$ cat config.mk
export PLATFORM = sky130hd
export DESIGN_NAME = tlb_lockdown
export DESIGN_NICKNAME = d
export VERILOG_FILES = /design/src/rtl/tlb_lockdown.sv
export SDC_FILE = /design/constraint.sdc
export NUM_CORES = 2
export LEC_CHECK = 0
export CAP_MARGIN = 25
export CELL_PAD_IN_SITES_DETAIL_PLACEMENT = 1
export CELL_PAD_IN_SITES_GLOBAL_PLACEMENT = 1
export CORE_UTILIZATION = 46
export DETAILED_ROUTE_END_ITERATION = 6
export PLACE_DENSITY = 0.83
export SLEW_MARGIN = 30
export SYNTH_ARGS = -nofsm -noshare
export SYNTH_HDL_FRONTEND = slang
export SYNTH_SLANG_ARGS = --single-unit
$ cat constraint.sdc
create_clock -name clk -period 4.71 [get_ports clk]
set_clock_uncertainty 0.1 [all_clocks]
set_input_delay 0.942 -clock clk [delete_from_list [all_inputs] [get_ports clk]]
set_output_delay 0.942 -clock clk [all_outputs]
set_load 0.02 [all_outputs]
$ cat src/rtl/tlb_lockdown.sv
module tlb_lockdown #(
  parameter int ADDR_W  = 32,
  parameter int OFS_W   = 12,
  parameter int NRM     = 32,
  parameter int LCK     = 8,
  parameter int VIC_LSB = 26
) (
  input  logic                    clk,
  input  logic                    rst_n,
  input  logic                    lk_valid,
  input  logic [ADDR_W-1:0]       lk_va,
  output logic                    rsp_valid,
  output logic                    rsp_hit,
  output logic [ADDR_W-1:0]       rsp_pa,
  output logic [1:0]              rsp_ap,
  output logic                    walk_req,
  output logic [ADDR_W-1:0]       walk_va,
  input  logic                    rf_valid,
  input  logic [ADDR_W-1:0]       rf_va,
  input  logic [ADDR_W-OFS_W-1:0] rf_ppn,
  input  logic [7:0]              rf_ap,
  input  logic                    inv_valid,
  input  logic [ADDR_W-1:0]       inv_va,
  input  logic                    inv_all,
  input  logic                    reg_wr,
  input  logic [31:0]             reg_wdata,
  output logic [31:0]             reg_rdata
);
  localparam int N     = NRM + LCK;
  localparam int PG_W  = ADDR_W - OFS_W;
  localparam int IDX_W = $clog2(N);
  localparam int RR_W  = $clog2(NRM);
  localparam int VIC_W = $clog2(LCK);

  logic [N-1:0]      val, so, lk_m, inv_m;
  logic [PG_W-1:0]   e_vpn [N];
  logic [PG_W-1:0]   e_ppn [N];
  logic [1:0]        e_sub [N];
  logic [7:0]        e_ap  [N];
  logic              pre;
  logic [VIC_W-1:0]  vic;
  logic [RR_W-1:0]   rr;
  logic [IDX_W-1:0]  hidx, widx;

  wire [1:0] lk_sub  = lk_va[OFS_W-1 -: 2];
  wire [1:0] inv_sub = inv_va[OFS_W-1 -: 2];
  wire       uniform = (rf_ap[1:0] == rf_ap[3:2]) && (rf_ap[1:0] == rf_ap[5:4]) &&
                       (rf_ap[1:0] == rf_ap[7:6]);
  wire       miss    = lk_valid && !(|lk_m);

  assign widx = pre ? IDX_W'(NRM) + IDX_W'(vic) : IDX_W'(rr);

  always_comb begin
    for (int i = 0; i < N; i++) begin
      lk_m[i]  = val[i] && e_vpn[i] == lk_va[ADDR_W-1:OFS_W] && (!so[i] || e_sub[i] == lk_sub);
      inv_m[i] = val[i] && e_vpn[i] == inv_va[ADDR_W-1:OFS_W] && (!so[i] || e_sub[i] == inv_sub);
    end
    hidx = '0;
    for (int i = N - 1; i >= 0; i--)
      if (lk_m[i]) hidx = IDX_W'(i);
  end

  always_comb begin
    reg_rdata = '0;
    reg_rdata[0] = pre;
    reg_rdata[VIC_LSB +: VIC_W] = vic;
  end

  always_ff @(posedge clk) begin
    if (rf_valid) begin
      e_vpn[widx] <= rf_va[ADDR_W-1:OFS_W];
      e_ppn[widx] <= rf_ppn;
      e_sub[widx] <= rf_va[OFS_W-1 -: 2];
      e_ap[widx]  <= rf_ap;
      so[widx]    <= pre && !uniform;
    end
  end

  always_ff @(posedge clk) begin
    if (!rst_n) begin
      val       <= '0;
      pre       <= 1'b0;
      vic       <= '0;
      rr        <= '0;
      rsp_valid <= 1'b0;
      rsp_hit   <= 1'b0;
      rsp_pa    <= '0;
      rsp_ap    <= '0;
      walk_req  <= 1'b0;
      walk_va   <= '0;
    end else begin
      for (int i = 0; i < N; i++)
        if ((inv_all && i < NRM) || (inv_valid && inv_m[i])) val[i] <= 1'b0;
      if (rf_valid) begin
        val[widx] <= 1'b1;
        if (!pre) rr <= (rr == RR_W'(NRM - 1)) ? '0 : rr + 1'b1;
      end
      if (reg_wr) begin
        pre <= reg_wdata[0];
        vic <= reg_wdata[VIC_LSB +: VIC_W];
      end else if (rf_valid && pre) begin
        vic <= (vic == VIC_W'(LCK - 1)) ? '0 : vic + 1'b1;
      end
      rsp_valid <= lk_valid;
      rsp_hit   <= lk_valid && |lk_m;
      rsp_pa    <= {e_ppn[hidx], lk_va[OFS_W-1:0]};
      rsp_ap    <= e_ap[hidx][{lk_sub, 1'b0} +: 2];
      if (miss) begin
        walk_req <= 1'b1;
        walk_va  <= lk_va;
      end else if (rf_valid) begin
        walk_req <= 1'b0;
      end
    end
  end
endmodule

# Yosys cells after proc, flatten, opt, wreduce, memory -nomap -nowiden
# Memory sizes are Yosys's and may differ from the RTL's. A register that Yosys moved wholly into a read port is not among the register bits.
# Index checks and enable logic that the tools add are counted.
dict set report totals {
  ram_bits 2000
  out_inout_bits 101
  elab_cells 687
  regBits 158
  memories 4
}
dict set report op_classes {
  bitwise 2
  n_addsub 3
  reduce_logical 366
  order_cmp 2
  n_mux 133
  n_eq_ne 165
  n_shift 1
}
# memory depth width read_ports rd_clocked_by_memory_dff write_ports line
set memory_table {}
lappend memory_table {e_ppn 40 20 1 1 1 37} ;# logic [PG_W-1:0] e_ppn [N];
lappend memory_table {e_vpn 40 20 40 0 1 36} ;# logic [PG_W-1:0] e_vpn [N];
lappend memory_table {e_ap 40 8 1 0 1 39} ;# logic [7:0] e_ap [N];
lappend memory_table {e_sub 40 2 40 0 1 38} ;# logic [1:0] e_sub [N];
# cell n
set op_table {}
lappend op_table {{$eq A20 B20 Y1} 80}
lappend op_table {{$mux W6} 41}
lappend op_table {{$logic_and A1 B1 Y1} 207}
lappend op_table {{$eq A2 B2 Y1} 83}
lappend op_table {{$logic_or A1 B1 Y1} 112}
lappend op_table {{$mux W1} 85}
lappend op_table {{$logic_not A1 Y1} 43}
lappend op_table {{$bwmux W40} 1}
lappend op_table {{$mux W40} 1}
lappend op_table {{$or A40 B40 Y40} 1}
lappend op_table {{$reduce_or A40 Y1} 1}
lappend op_table {{$mux W3} 3}
lappend op_table {{$shiftx A8 B4 Y2} 1}
lappend op_table {{$lt A6 B7 Y1 const B} 1}
lappend op_table {{$add A6 B3 Y6 const A} 1}
lappend op_table {{$demux W1 S6} 1}
lappend op_table {{$ge A6 B1 Y1 const B} 1}
lappend op_table {{$add A5 B1 Y5 const B} 1}
lappend op_table {{$eq A5 B5 Y1 const B} 1}
lappend op_table {{$mux W5} 1}
lappend op_table {{$reduce_bool A2 Y1} 2}
lappend op_table {{$add A3 B1 Y3 const B} 1}
lappend op_table {{$eq A3 B3 Y1 const B} 1}
lappend op_table {{$reduce_and A2 Y1} 1}
lappend op_table {{$not A1 Y1} 1}

# Longest topological paths before layout
# An unclocked memory read counts as a cell.
dict set report logic_depth {
  ltp_word 46
  depth_mapped 23
}

# Least setup slack after synthesis
# OpenSTA, ideal clock, no wires.
dict set report synth_path {
  kind {input to register}
  from {in lk_va[18]}
  to {reg rsp_ap[1]}
  t_arrival_ns 4.951
  stages 21
  setup_ns 0.071
  setup_slack_ns -0.412
  cell_sequence {clkbuf_1 buf_2 buf_2 buf_4 xor2_1 nor2_1 nand4b_1 or4_1 a21o_1 a2111oi_0 o311a_1 nor2_1 buf_2 buf_2 and3_1 nand3_1 o311ai_0 a2111oi_0 nand2_1 a32oi_1 o2bb2ai_1}
}
dict set report synth_via {
  elab_chain_cells 45
  word_cells_on_any_way 162
}
# item line
set synth_lines {}
lappend synth_lines {{from (decl)} 11} ;# input logic [ADDR_W-1:0] lk_va,
lappend synth_lines {{$eq A20 B20 Y1} 55} ;# lk_m[i] = val[i] && e_vpn[i] == lk_va[ADDR_W-1:OFS_W] && (!so[i] || e_sub[i] == lk_sub);
lappend synth_lines {{$logic_and A1 B1 Y1 (2 in a row)} 55}
lappend synth_lines {{$mux W6 (39 in a row)} 60} ;# if (lk_m[i]) hidx = IDX_W'(i);
lappend synth_lines {{$mux W6 *} 60}
lappend synth_lines {{$mem_v2 Z40 W8 *} -}
lappend synth_lines {{$shiftx A8 B4 Y2 *} 107} ;# rsp_ap <= e_ap[hidx][{lk_sub, 1'b0} +: 2];
lappend synth_lines {{to (signal assigned)} 107}
lappend synth_lines {{to (decl)} 15} ;# output logic [1:0] rsp_ap,
# Every way passes the cells marked *; elsewhere a longest branch is shown, timed or not.
# A chain may end at the register's enable or synchronous reset.

# Worst setup path in the final report
dict set report layout_path {
  from {in lk_va[27]}
  to {reg rsp_ap[1]}
}
# Same word-level chain as after synthesis.

==> metrics.txt <==
# TYPE chip_impl_metric gauge
chip_impl_metric{name="layout.nets",unit=""} 9151
chip_impl_metric{name="pin_count_of_the_biggest_net_entering_global_routing",unit=""} 62
chip_impl_metric{name="drc_errors",unit=""} 15
chip_impl_metric{name="wirelength",unit="um"} 497000
chip_impl_metric{name="postRouteAntennaNets",unit=""} 0
chip_impl_metric{name="initial_utilization",unit=""} 0.464
chip_impl_info{name="clockRootBuffer",value="clkbuf_16"} 1
chip_impl_metric{name="grt_overflow",unit=""} 0
chip_impl_metric{name="fp.dieW",unit="um"} 471
chip_impl_metric{name="design.die.area",unit="um^2"} 222000
chip_impl_metric{name="grt_usage",unit=""} 0.419
chip_impl_metric{name="number_of_cells_produced_by_synthesis",unit=""} 7740
chip_impl_metric{name="timing.final.setup_violations",unit=""} 29
chip_impl_metric{name="wl_met3",unit="um"} 76300
chip_impl_metric{name="synth_adder_area_share",unit=""} 0.000494
chip_impl_metric{name="netlist-cell-type-count",unit=""} 79
chip_impl_metric{name="routed_wire_length_per_instance",unit="um"} 41.3
chip_impl_metric{name="post_drt_via_cell_ratio",unit=""} 7.03
chip_impl_metric{name="maxClockFrequency",unit="GHz"} 0.179
chip_impl_metric{name="ioPinCount",unit=""} 264
chip_impl_metric{name="layout-area-overhead-vs-synth",unit="%"} 25.1
chip_impl_metric{name="peakVddDrop",unit="uV"} 422
chip_impl_info{name="mostFrequentLayoutCell",value="edfxtp_1"} 1
chip_impl_info{name="top_routing_layer_in_use",value="met5"} 1
chip_impl_info{name="synth_top_family_by_area",value="XOR/XNOR gates"} 1
chip_impl_metric{name="cts.path.max_buffers",unit=""} 3
chip_impl_info{name="setup.worst_path.class",value="in -> reg"} 1
chip_impl_info{name="worst_hold_path_type",value="in -> reg"} 1
chip_impl_metric{name="clk_transition_reported_paths",unit="ns"} 0.07
chip_impl_metric{name="first_pass_grt_wire_length",unit="um"} 659000
chip_impl_info{name="crit_path_start_kind",value="primary input"} 1
chip_impl_metric{name="hold_violations",unit=""} 0
chip_impl_metric{name="met2WireLength",unit="um"} 213000
chip_impl_metric{name="timing.max_cap.violations",unit=""} 0
chip_impl_metric{name="first_global_vias",unit=""} 86800
chip_impl_metric{name="total_number_of_h_tree_levels",unit=""} 4
chip_impl_metric{name="firstDrtPassIters",unit=""} 7
chip_impl_metric{name="post_synth_mux_area_share",unit=""} 0.0251
chip_impl_metric{name="drt_first_iter_violations",unit=""} 15200
chip_impl_metric{name="setup_slack",unit="ns"} -0.888
chip_impl_info{name="layout_common_cells",value="edfxtp_1, buf_4, xor2_1"} 1
chip_impl_metric{name="synth_compound_gate_area_share",unit=""} 0.0507
chip_impl_metric{name="worst-path-max-fanout",unit=""} 10
chip_impl_metric{name="share_of_post_route_cells_with_drive_strength_above_1",unit=""} 0.227
chip_impl_metric{name="p_total",unit="mW"} 43.9
chip_impl_metric{name="detailed_place_hpwl",unit="um"} 267000
chip_impl_metric{name="worstSkewPairLatency",unit="ns"} 0.97
chip_impl_metric{name="final.setup.tns",unit="ns"} -13.24
chip_impl_info{name="cp-end-kind",value="register"} 1
chip_impl_metric{name="timing.final.max_slew_violations",unit=""} 0
chip_impl_metric{name="power.density",unit="nW/um^2"} 346
chip_impl_metric{name="worst_slew_pin_slew",unit="ns"} 1.23
chip_impl_metric{name="critical_path_arrival",unit="ns"} 6.33
chip_impl_metric{name="required",unit="ns"} 5.44
chip_impl_metric{name="post_synth_instance_area",unit="um^2"} 101000
chip_impl_metric{name="routed-via-count",unit=""} 84700
chip_impl_metric{name="avg_synthesized_cell_area",unit="um^2"} 13.1
chip_impl_metric{name="synth_sequential_area_ratio",unit=""} 0.628
chip_impl_metric{name="die_h",unit="um"} 471
chip_impl_info{name="status",value="finished with violations"} 1
chip_impl_metric{name="place_congestion",unit=""} 0.995
chip_impl_metric{name="placement.cell_area",unit="um^2"} 115000
chip_impl_metric{name="port_buffers",unit=""} 187
chip_impl_metric{name="grt_antenna_before_repair",unit=""} 31
chip_impl_metric{name="relSlewSlack",unit=""} 0.181
chip_impl_metric{name="yosysWarnings",unit=""} 0
chip_impl_metric{name="post-route-period-util",unit=""} 1.19
chip_impl_metric{name="cts_buffers",unit=""} 220
chip_impl_metric{name="fin_worst_hold_slack",unit="ns"} 0.380
chip_impl_info{name="tritoncts_clock_tree",value="yes"} 1
chip_impl_metric{name="fin_area",unit="um^2"} 127000
chip_impl_info{name="failed_checks",value="design-rule violations, negative setup slack"} 1
chip_impl_metric{name="routedLengthMet1",unit="um"} 156000
chip_impl_info{name="setup_repair_after_global_routing_missed_its_margin",value="yes"} 1
chip_impl_metric{name="ys_async_sr_fraction",unit=""} 0
chip_impl_metric{name="cts_sinks",unit=""} 2158
chip_impl_metric{name="synth_xor_xnor_area_share",unit=""} 0.152
chip_impl_metric{name="postSynthRegisterBits",unit=""} 2158
chip_impl_metric{name="coreArea",unit="um^2"} 218000
chip_impl_metric{name="final_min_period",unit="ns"} 5.60
chip_impl_metric{name="leakagePower",unit="nW"} 43.1
chip_impl_info{name="dominantRegCellSynth",value="edfxtp_1"} 1
chip_impl_metric{name="synthSimpleGateAreaFrac",unit=""} 0.121
chip_impl_metric{name="row_count",unit=""} 171
chip_impl_metric{name="edff_count_synth",unit=""} 2040
==> synthesized netlist by cell type, types with 79 or more instances <==
master    instances  area, um^2
buf_2           150         751
buf_1            79         297
nor2_1          149         559
nor3b_1          80         601
xor2_1         1011        8850
a32oi_1          87         762
nand2_1         749        2810
dfxtp_1         118        2360
clkbuf_1        214         803
nand4_1         290        1810
nor4_1          261        1630
o21ai_0         152         761
and2_1           82         513
a21oi_1          83         415
nor3_1          115         576
edfxtp_1       2040       61300
xnor2_1         751        6580
nand3_1         344        1720
mux2i_1         244        2440
==> power breakdown <==
group	leakage (nW)	total, mW	internal [mW]	switching [mW]
clock network	3.62	19.1	10.2	8.89
registers	19.3	21.2	21.1	0.127
logic	20.1	3.57	1.12	2.45
==> area by class of cell <==
class                           count  area, um^2
Sequential cell                  2158       63600
Antenna cell                       18        45.0
Fill cell                       21000       91300
Timing Repair Buffer             1484       14200
Inverter                           10        37.5
Clock buffer                      283        5910
Clock inverter                    134        1530
Multi-Input combinational cell   5110       37800
Tap cell                         2854        3570
==> sequential cells by signal, indices dropped and copies added (netlist names) <==
register,cells
pre,1
rsp_pa,32
rsp_valid,1
e_ap,320
walk_va,32
e_vpn,800
val,40
so,40
e_sub,80
rsp_ap,2
e_ppn,800
rr,5
vic,3
rsp_hit,1
walk_req,1
==> critical path: stages <==
cell and delay, ns:
buf_4 0.20, buf_6 0.26, buf_16 0.25, xor2_1 0.14, nor4b_1 0.34, nand4b_1 0.23, nor4_4 0.40, buf_4 0.19
or2_2 0.15, o22ai_1 0.11, a2111o_1 0.46, buf_12 0.18, a21oi_4 0.18, buf_6 0.14, buf_12 0.10, buf_12 0.15
buf_12 0.15, buf_4 0.14, nand2_1 0.12, a31oi_4 0.32, nand4_1 0.38, nor3_1 0.35, o22ai_1 0.19, o2bb2ai_1 0.20
==> through the flow <==
stage / cells / utilization / worst slack, ns
6_report: 12100 / 0.581 / -0.888
5_1_grt: 12000 / 0.581 / -0.920
3_5_place_dp: 11500 / 0.528 / -1.84
2_1_floorplan: 7767 / - / -0.146
3_3_place_gp: 11500 / 0.528 / -1.52
4_1_cts: 12000 / 0.576 / -0.255
==> timing repair <==
item / in CTS / in global routing
cloned: 25 / 6
buffers inserted: 88 / 32
gates resized for setup: 331 / 174
endpoints found under the setup margin: 22 / 22
pin swaps: 144 / 107
hold buffers: 0 / 0
==> metal layers <==
layer | up-vias | track usage
met1 | 41400 | 0.498
met4 | 26 | 0.344
met3 | 3203 | 0.120
met5 | - | 0
li1 | 31200 | -
met2 | 8916 | 0.633
==> kinds of logic (layout without fill, tap and decap cells) <==
group           Yosys count  count (layout)
flops                  2158            2158
fa+ha+maj                 4               4
mux                     253             253
buf+inv                 499            1911
other cells               1              46
simple gates           2332            2332
xor+xnor               1762            1762
compound gates          731             731
==> final timing paths <==
check / from / end / slack (ns) / cells after the start
max reg2reg: e_vpn[22][12] / rsp_ap[0] / -0.82 / 20
min reg2reg: walk_va[24] / walk_va[24] / 0.42 / 2
min: rf_va[16] / e_vpn[6][4] / 0.38 / 1
max: lk_va[27] / rsp_ap[1] / -0.89 / 24
Power figures use the tool's default switching activity.
